===== config.mk =====
export PLATFORM = sky130hd
export DESIGN_NAME = mc_reset_gen
export DESIGN_NICKNAME = d
export VERILOG_FILES = /design/src/rtl/mcrst_pkg.sv /design/src/rtl/mcrst_timebase.sv /design/src/rtl/mcrst_sync.sv /design/src/rtl/mcrst_fsm.sv /design/src/rtl/mc_reset_gen.sv
export SDC_FILE = /design/constraint.sdc
export NUM_CORES = 1
export LEC_CHECK = 0
export ABC_CLOCK_PERIOD_IN_PS = 1700
export CORE_MARGIN = 2
export CORE_UTILIZATION = 35
export DETAILED_ROUTE_END_ITERATION = 12
export PLACE_DENSITY_LB_ADDON = 0.1
export REMOVE_ABC_BUFFERS = 1
export SETUP_SLACK_MARGIN = 0.4
export SYNTH_ARGS = -nofsm -noshare
export SYNTH_HDL_FRONTEND = slang
export SYNTH_SLANG_ARGS = --single-unit

===== constraint.sdc =====
create_clock -name clk -period 1.7 [get_ports clk]
set_clock_uncertainty 0.1 [all_clocks]
set_input_delay 0.34 -clock clk [delete_from_list [all_inputs] [get_ports clk]]
set_output_delay 0.34 -clock clk [all_outputs]
set_load 0.01 [all_outputs]

===== src/rtl/mcrst_pkg.sv =====
package mcrst_pkg;

    // Reset sequencer states
    typedef enum logic [1:0] {
        ST_RUN    = 2'd0,
        ST_ARMED  = 2'd1,
        ST_VALID  = 2'd2,
        ST_FORCED = 2'd3
    } rst_state_t;

    // Initial values applied by consumers of the load strobe
    localparam logic [7:0] PORT_LATCH_INIT = 8'hFF;
    localparam logic [7:0] STACK_PTR_INIT  = 8'h07;
    localparam logic [7:0] OTHER_SFR_INIT  = 8'h00;

endpackage


===== src/rtl/mcrst_timebase.sv =====
module mcrst_timebase #(
    parameter int PERIODS      = 12,
    parameter int SAMPLE_STATE = 5,
    parameter int SAMPLE_PHASE = 2
) (
    input  logic                         clk,
    input  logic                         por_n,
    output logic                         sample_tick,
    output logic [2:0]                   state_num,
    output logic [1:0]                   phase_num
);
    localparam int PW   = $clog2(PERIODS);
    localparam int SLOT = (SAMPLE_STATE - 1) * 2 + (SAMPLE_PHASE - 1);

    logic [PW-1:0] period_idx;
    logic [PW-1:0] half_idx;

    always_ff @(posedge clk or negedge por_n) begin
        if (!por_n) begin
            period_idx <= '0;
        end else if (period_idx == PW'(PERIODS - 1)) begin
            period_idx <= '0;
        end else begin
            period_idx <= period_idx + PW'(1);
        end
    end

    always_comb begin
        half_idx    = period_idx >> 1;
        state_num   = 3'(half_idx) + 3'd1;
        phase_num   = period_idx[0] ? 2'd2 : 2'd1;
        sample_tick = (period_idx == PW'(SLOT));
    end


    period_range_chk: assert property (@(posedge clk) disable iff (!por_n)
        period_idx <= PW'(PERIODS - 1));


    period_wrap_chk: assert property (@(posedge clk) disable iff (!por_n)
        (period_idx == PW'(PERIODS - 1)) |=> (state_num == 3'd1 && phase_num == 2'd1));

endmodule


===== src/rtl/mcrst_sync.sv =====
module mcrst_sync #(
    parameter int STAGES = 2
) (
    input  logic clk,
    input  logic por_n,
    input  logic async_in,
    output logic sync_out
);
    logic [STAGES-1:0] chain;

    genvar g;
    generate
        for (g = 0; g < STAGES; g++) begin : g_stage
            if (g == 0) begin : g_first
                always_ff @(posedge clk or negedge por_n) begin
                    if (!por_n) chain[0] <= 1'b0;
                    else        chain[0] <= async_in;
                end
            end else begin : g_next
                always_ff @(posedge clk or negedge por_n) begin
                    if (!por_n) chain[g] <= 1'b0;
                    else        chain[g] <= chain[g-1];
                end
            end
        end
    endgenerate

    assign sync_out = chain[STAGES-1];


    sync_delay_chk: assert property (@(posedge clk) disable iff (!por_n)
        $rose(sync_out) |-> $past(chain[0]));

endmodule


===== src/rtl/mcrst_fsm.sv =====
module mcrst_fsm
    import mcrst_pkg::*;
#(
    parameter int HOLD_PERIODS = 19,
    parameter int PERIODS      = 12
) (
    input  logic clk,
    input  logic por_n,
    input  logic sample_tick,
    input  logic pin_sync,
    output logic rst_int,
    output logic port_force,
    output logic sfr_load
);
    localparam int HW = $clog2(HOLD_PERIODS + 1);

    rst_state_t    state_q, state_d;
    logic [HW-1:0] hold_cnt;
    logic          hold_done;

    assign hold_done = (hold_cnt == HW'(HOLD_PERIODS));

    // Next-state selection
    always_comb begin
        state_d = state_q;
        unique case (state_q)
            ST_RUN: begin
                if (sample_tick && pin_sync) state_d = ST_ARMED;
            end
            ST_ARMED: begin
                if (sample_tick) state_d = pin_sync ? ST_VALID : ST_RUN;
            end
            ST_VALID: begin
                if (sample_tick && !pin_sync) state_d = ST_RUN;
                else if (hold_done)           state_d = ST_FORCED;
            end
            ST_FORCED: begin
                if (sample_tick && !pin_sync) state_d = ST_RUN;
            end
            default: state_d = ST_RUN;
        endcase
    end

    // State register and hold counter
    always_ff @(posedge clk or negedge por_n) begin
        if (!por_n) begin
            state_q  <= ST_RUN;
            hold_cnt <= '0;
        end else begin
            state_q <= state_d;
            if (state_q == ST_RUN) begin
                hold_cnt <= (state_d == ST_ARMED) ? HW'(1) : '0;
            end else if ((state_q == ST_ARMED || state_q == ST_VALID) && !hold_done) begin
                hold_cnt <= hold_cnt + HW'(1);
            end
        end
    end

    // Outputs
    always_ff @(posedge clk or negedge por_n) begin
        if (!por_n) sfr_load <= 1'b0;
        else        sfr_load <= (state_q == ST_ARMED) && (state_d == ST_VALID);
    end

    assign rst_int    = (state_q != ST_RUN);
    assign port_force = (state_q == ST_FORCED);


    rst_tick_chk: assert property (@(posedge clk) disable iff (!por_n)
        (rst_int != $past(rst_int)) |-> $past(sample_tick));


    load_single_chk: assert property (@(posedge clk) disable iff (!por_n)
        sfr_load |=> !sfr_load);


    load_confirm_chk: assert property (@(posedge clk) disable iff (!por_n)
        sfr_load |-> (rst_int && $past(sample_tick) && $past(pin_sync)));


    force_delay_chk: assert property (@(posedge clk) disable iff (!por_n)
        $rose(port_force) |-> ($past(hold_cnt) == HW'(HOLD_PERIODS)));

    initial begin
        hold_vs_cycle_chk: assert (HOLD_PERIODS > PERIODS);
    end

endmodule


===== src/rtl/mc_reset_gen.sv =====
module mc_reset_gen #(
    parameter int PERIODS      = 12,
    parameter int SAMPLE_STATE = 5,
    parameter int SAMPLE_PHASE = 2,
    parameter int SYNC_STAGES  = 2,
    parameter int HOLD_PERIODS = 19
) (
    input  logic       clk,
    input  logic       por_n,
    input  logic       rst_pin,
    output logic       rst_int,
    output logic       port_force,
    output logic       sfr_load,
    output logic [2:0] mc_state,
    output logic [1:0] mc_phase
);
    logic tick;
    logic pin_s;

    mcrst_timebase #(
        .PERIODS      (PERIODS),
        .SAMPLE_STATE (SAMPLE_STATE),
        .SAMPLE_PHASE (SAMPLE_PHASE)
    ) u_timebase (
        .clk         (clk),
        .por_n       (por_n),
        .sample_tick (tick),
        .state_num   (mc_state),
        .phase_num   (mc_phase)
    );

    mcrst_sync #(
        .STAGES (SYNC_STAGES)
    ) u_sync (
        .clk      (clk),
        .por_n    (por_n),
        .async_in (rst_pin),
        .sync_out (pin_s)
    );

    mcrst_fsm #(
        .HOLD_PERIODS (HOLD_PERIODS),
        .PERIODS      (PERIODS)
    ) u_fsm (
        .clk         (clk),
        .por_n       (por_n),
        .sample_tick (tick),
        .pin_sync    (pin_s),
        .rst_int     (rst_int),
        .port_force  (port_force),
        .sfr_load    (sfr_load)
    );


    quiet_after_por_chk: assert property (@(posedge clk) disable iff (!por_n)
        $rose(rst_int) |-> $past(tick));

endmodule


Word-level counts from Yosys, hierarchy flattened
Cells that the tools add are included.

Register bits: 14. Input bits: 3. Output and inout port bits: 8. Word-level logic and storage cells: 39.

$add $sub $neg: 3. Equal/unequal tests: 8. Mux-type cells: 12. Reductions and logical operators: 10.

Operator list (number): two-way mux 2 bit (7); two-way mux 5 bit (2); == test 4 bit, second input constant (2); case mux 2 bit (4 select lines) (1); == test 2 bit, second input constant (3); adder 5 x 1 -> 5 bit, second input constant (1); == test 5 bit, second input constant (1); adder 4 x 1 -> 4 bit, second input constant (1); == test 2 x 1 -> 1 bit, second input constant (2); logical AND 1 bit (4); two-way mux 4 bit (1); nonzero test 2 bit (2); adder 3 x 1 -> 3 bit, second input constant (1); zero test 1 bit (2); zero test 2 bit (1); logical OR 1 bit (1); two-way mux 1 bit (1).

Logic depth before layout (Yosys ltp)
Depth after elaboration: 7. Mapped depth: 7.

Hierarchy
From an unflattened synthesis, not the netlist that was laid out.

Cell total of the unflattened synthesis: 74. Area, all modules: 783.3 um^2.

By module, submodules not included: mcrst_fsm (instances 1, cells each 51, area each 519.2 um^2, seq. area each 200.2 um^2); mcrst_timebase (instances 1, cells each 21, area each 214.0 um^2, seq. area each 100.1 um^2); mcrst_sync (instances 1, cells each 2, area each 50.0 um^2, seq. area each 50.0 um^2).

Worst setup path after synthesis
OpenSTA, ideal clock, no wires.

Path kind: flip-flop to flip-flop. Start: register u_fsm.state_q[0]. End: register u_fsm.sfr_load. Setup time: 95 ps. Data arrival time: 1406 ps. Required time: 1505 ps. Slack: 99 ps. Stages on the path, launching flop included: 8. Path buffers: 1. Cell sequence: dfrtp_1 > inv_1 > ha_1 > buf_2 > inv_1 > o221ai_2 > o21a_1 > nor4b_2.

Cells in the longest elaborated chain, start to end: 5.

RTL lines: start: declaration (line mcrst_fsm.sv:17) `rst_state_t state_q, state_d;`; start signal: assignment (line mcrst_fsm.sv:50) `state_q <= state_d;`; two-way mux 2 bit (line mcrst_fsm.sv:35) `else if (hold_done) state_d = ST_FORCED;`; two-way mux 2 bit (line mcrst_fsm.sv:34) `if (sample_tick && !pin_sync) state_d = ST_RUN;`; case mux 2 bit (4 select lines) (line mcrst_fsm.sv:26) `unique case (state_q)`; == test 2 bit (line mcrst_fsm.sv:62) `else sfr_load <= (state_q == ST_ARMED) && (state_d == ST_VALID);`; logical AND 1 bit (*) (line mcrst_fsm.sv:62); end signal: assignment (line mcrst_fsm.sv:62); end: declaration (line mcrst_fsm.sv:13) `output logic sfr_load`.

Mark *: on every way between the ends. The rest lies on a longest branch, timed or not. A chain may end at the register's enable or synchronous reset.

Worst setup path in the final report
Start: register u_timebase.period_idx[1]. End: register u_fsm.sfr_load.

Cells in the longest elaborated chain, start to end: 6.

RTL lines: start: declaration (line mcrst_timebase.sv:15) `logic [PW-1:0] period_idx;`; start signal: assignment (line mcrst_timebase.sv:24) `period_idx <= period_idx + PW'(1);`; == test 4 bit (*) (line mcrst_timebase.sv:32) `sample_tick = (period_idx == PW'(SLOT));`; logical AND 1 bit (on tied branches) (line mcrst_fsm.sv:34, mcrst_fsm.sv:38, mcrst_fsm.sv:28); two-way mux 2 bit (on tied branches) (line mcrst_fsm.sv:38, mcrst_fsm.sv:28, mcrst_fsm.sv:34); case mux 2 bit (4 select lines) (*) (line mcrst_fsm.sv:26); == test 2 bit (*) (line mcrst_fsm.sv:62); logical AND 1 bit (*) (line mcrst_fsm.sv:62).

Marked as above.

==> reports/results.ini <==
[pwr]
power_density_nw_per_um2=883
ir_drop_mv=0.526
power.leakage_nw=0.579
fin_total_pwr_w=0.00111

[die]
die_y_um=51.3
die-area_sq_um=2630
die_w_um=51.3
core_sq_um=2170
boundaryPins=11
start_util=0.360
rows=17

[timing]
slew_violations=0
tightestPinTransition_ns=0.279
hold_viol=0
setup_viol=0
rsz0062_at_grt=true
worst_slack_ns=0.0961
min_period_ns=1.60
slew-limit-headroom=0.814
fin_crit_sh=0.943
max_clock_freq_ghz=0.623

[worst_setup_path]
crit_slowest_cell=dfrtp_1
critical_path_class=register to register
path_delay_family=simple AND/OR/NAND/NOR gates
cp_cell_sequence=buf_6, inv_6, ha_4, and4bb_1, o221ai_2, o21a_1, nor4b_2
cpPeakStageDelay_ns=0.41
cp-end-kind=register
crit_path_max_fanout=3
critPathRequiredTime_ns=1.79
crit_buf_inv=2
cp-start-kind=register
cp_data_arrival_time_ns=1.69

[place]
place_congestion=0.780
dpl.hpwl_um=1070
portBuffers=10
place_ws_ns=-0.0154

[global_route]
antenna_found_initial=0
grt_overflow=0
grt_max_degree=15
grt_pass1_wl_um=2940
track_usage=0.151
grt_pass1_vias=698

[logic_synthesis]
netlist-cell-type-count=27
ys_ff_latch=14
synth-seq-area-share=0.448
netlist_instances=73
synthMuxAreaShare=0
synth_top_area_frac=0.448
synthTopCellsByArea=dfrtp_1 45%, ha_1 13%, xor2_1 4.5%
syn_area_sq_um=782
yosysMostFrequentCell=dfrtp_1
synthArstFlopShare=1.00
synthTopCellsByCount=14 x dfrtp_1, 8 x ha_1, 8 x nand2_1
synth_edf_count=0
synthXorXnorAreaFrac=0.0448
synth-main-ff-cell=dfrtp_1
synth-simple-area-share=0.226
synth_compound_area_frac=0.109
synth_top_family_by_area=simple AND/OR/NAND/NOR gates
yosys.area.top_type=dfrtp_1
syn_avg_cell_area_sq_um=10.7
synth_fa_ha_area_frac=0.128
yosysWarningCount=0

[finish]
drive_above_1_share=0.541
antenna_cells=0
fin_nets=121
syn2layout_area_growth_pct=61.0

[route]
wl_met2_um=791
viasPerCell=4.72
first_pass_iters=4
drcViolationCount=0
totalWireLength_um=1630
wl_met3_um=50
drtIter0Drc=7
avgRoutedWirePerCell_um=11.9
top_layer=met4
vias=647
wl_met1_um=770
final_antenna_net_count=0

[clock_network]
clk_latency_ns=0.27
ctsHoldBuffers=0
clk_pin_slew_ns=0.09
cts-htree-levels=1
cts_buffers=3
clk_path_buf_depth=2
cts.sinks=14
cts_tree=built
cts_root_buf=clkbuf_4

[status]
status=finished, final reports clean

[min_path]
hold_path.class=register to register

[flow_run]
cap_violations=0

power breakdown:
| part | internal [W] | total [W] | switching (W) |
|---|---|---|---|
| clock network | 0.000130 | 0.000240 | 0.000110 |
| registers | 0.000363 | 0.000393 | 0.0000300 |
| logic | 0.000247 | 0.000478 | 0.000231 |
| total | 0.000740 | 0.00111 | 0.000371 |
path summary, 6_finish.rpt:
| kind | startpoint | end | slack (ns) | cells after the start |
|---|---|---|---|---|
| max | u_timebase.period_idx[1]$_DFF_PN0_ | u_fsm.sfr_load$_DFF_PN0_ | 0.1 | 7 |
| min | u_sync.chain[0]$_DFF_PN0_ | u_sync.sync_out$_DFF_PN0_ | 0.25 | 0 |
| max reg2reg | u_timebase.period_idx[1]$_DFF_PN0_ | u_fsm.sfr_load$_DFF_PN0_ | 0.1 | 7 |
| min reg2reg | u_sync.chain[0]$_DFF_PN0_ | u_sync.sync_out$_DFF_PN0_ | 0.25 | 0 |
| max in group asynchronous | por_n | u_timebase.period_idx[0]$_DFF_PN0_ | 1.06 | 2 |
| min in group asynchronous | por_n | u_timebase.period_idx[0]$_DFF_PN0_ | 0.26 | 2 |
sequential cells by signal, indices dropped and copies added, names as in the netlist:
name                   count
u_sync.chain               1
u_sync.sync_out            1
u_fsm.sfr_load             1
u_timebase.period_idx      4
u_fsm.hold_cnt             5
u_fsm.state_q              2
per-stage QoR:
| step | area (sq um) | TNS (ns) | std cells | util | hold WS [ns] |
|---|---|---|---|---|---|
| after floorplan | 769 | 0 | 71 | - | -0.0556 |
| after global placement | 972 | -0.0259 | 118 | 0.448 | 0.234 |
| after detailed placement | 972 | -0.0207 | 118 | 0.448 | 0.235 |
| after CTS | 1190 | 0 | 133 | 0.548 | 0.254 |
| after global routing | 1260 | -0.0163 | 137 | 0.580 | 0.263 |
| final | 1260 | 0 | 137 | 0.580 | 0.254 |
per-layer routing:
| metal | up-vias | GRT usage |
|---|---|---|
| met4 | 0 | 0.0833 |
| met2 | 14 | 0.262 |
| met1 | 306 | 0.173 |
| met5 | - | 0 |
| met3 | 4 | 0.0292 |
| li1 | 323 | - |
cell families after synthesis:
logic type,count (synthesis)
buf+inv,8
compound gates,12
simple gates,27
xor+xnor,4
fa+ha+maj,8
flops,14
cell type report:
class / instances / area, sq um
clock buffer: 4 / 36.3
fill: 196 / 911
inverter: 6 / 27.5
multi-input combinational: 51 / 517
sequential: 14 / 352
tap: 28 / 35.0
timing repair buffer: 34 / 292
worst register-to-register path, cell delays in order, from the launching register on:
cell and delay [ns]:
dfrtp_1 0.41, buf_6 0.13, inv_6 0.05, ha_4 0.12, and4bb_1 0.26, o221ai_2 0.10, o21a_1 0.13, nor4b_2 0.21
cell usage in the layout (no fill, tap or decap), types with 3 or more instances in the layout:
master     n
nor2_1     5
buf_6     11
inv_1      4
xor2_1     4
ha_4       5
buf_2      4
dfrtp_1   13
buf_4     17
clkbuf_4   3
nand2_1    5
repair_timing:
item | 4_1_cts | 5_1_grt
hold endpoints to repair | 0 | 0
gates resized for setup | 63 | 10
pin swaps | 11 | 3
setup buffers | 11 | 4
endpoints found under the setup margin | 16 | 17
No activity file was read; power rests on OpenSTA's default activity.
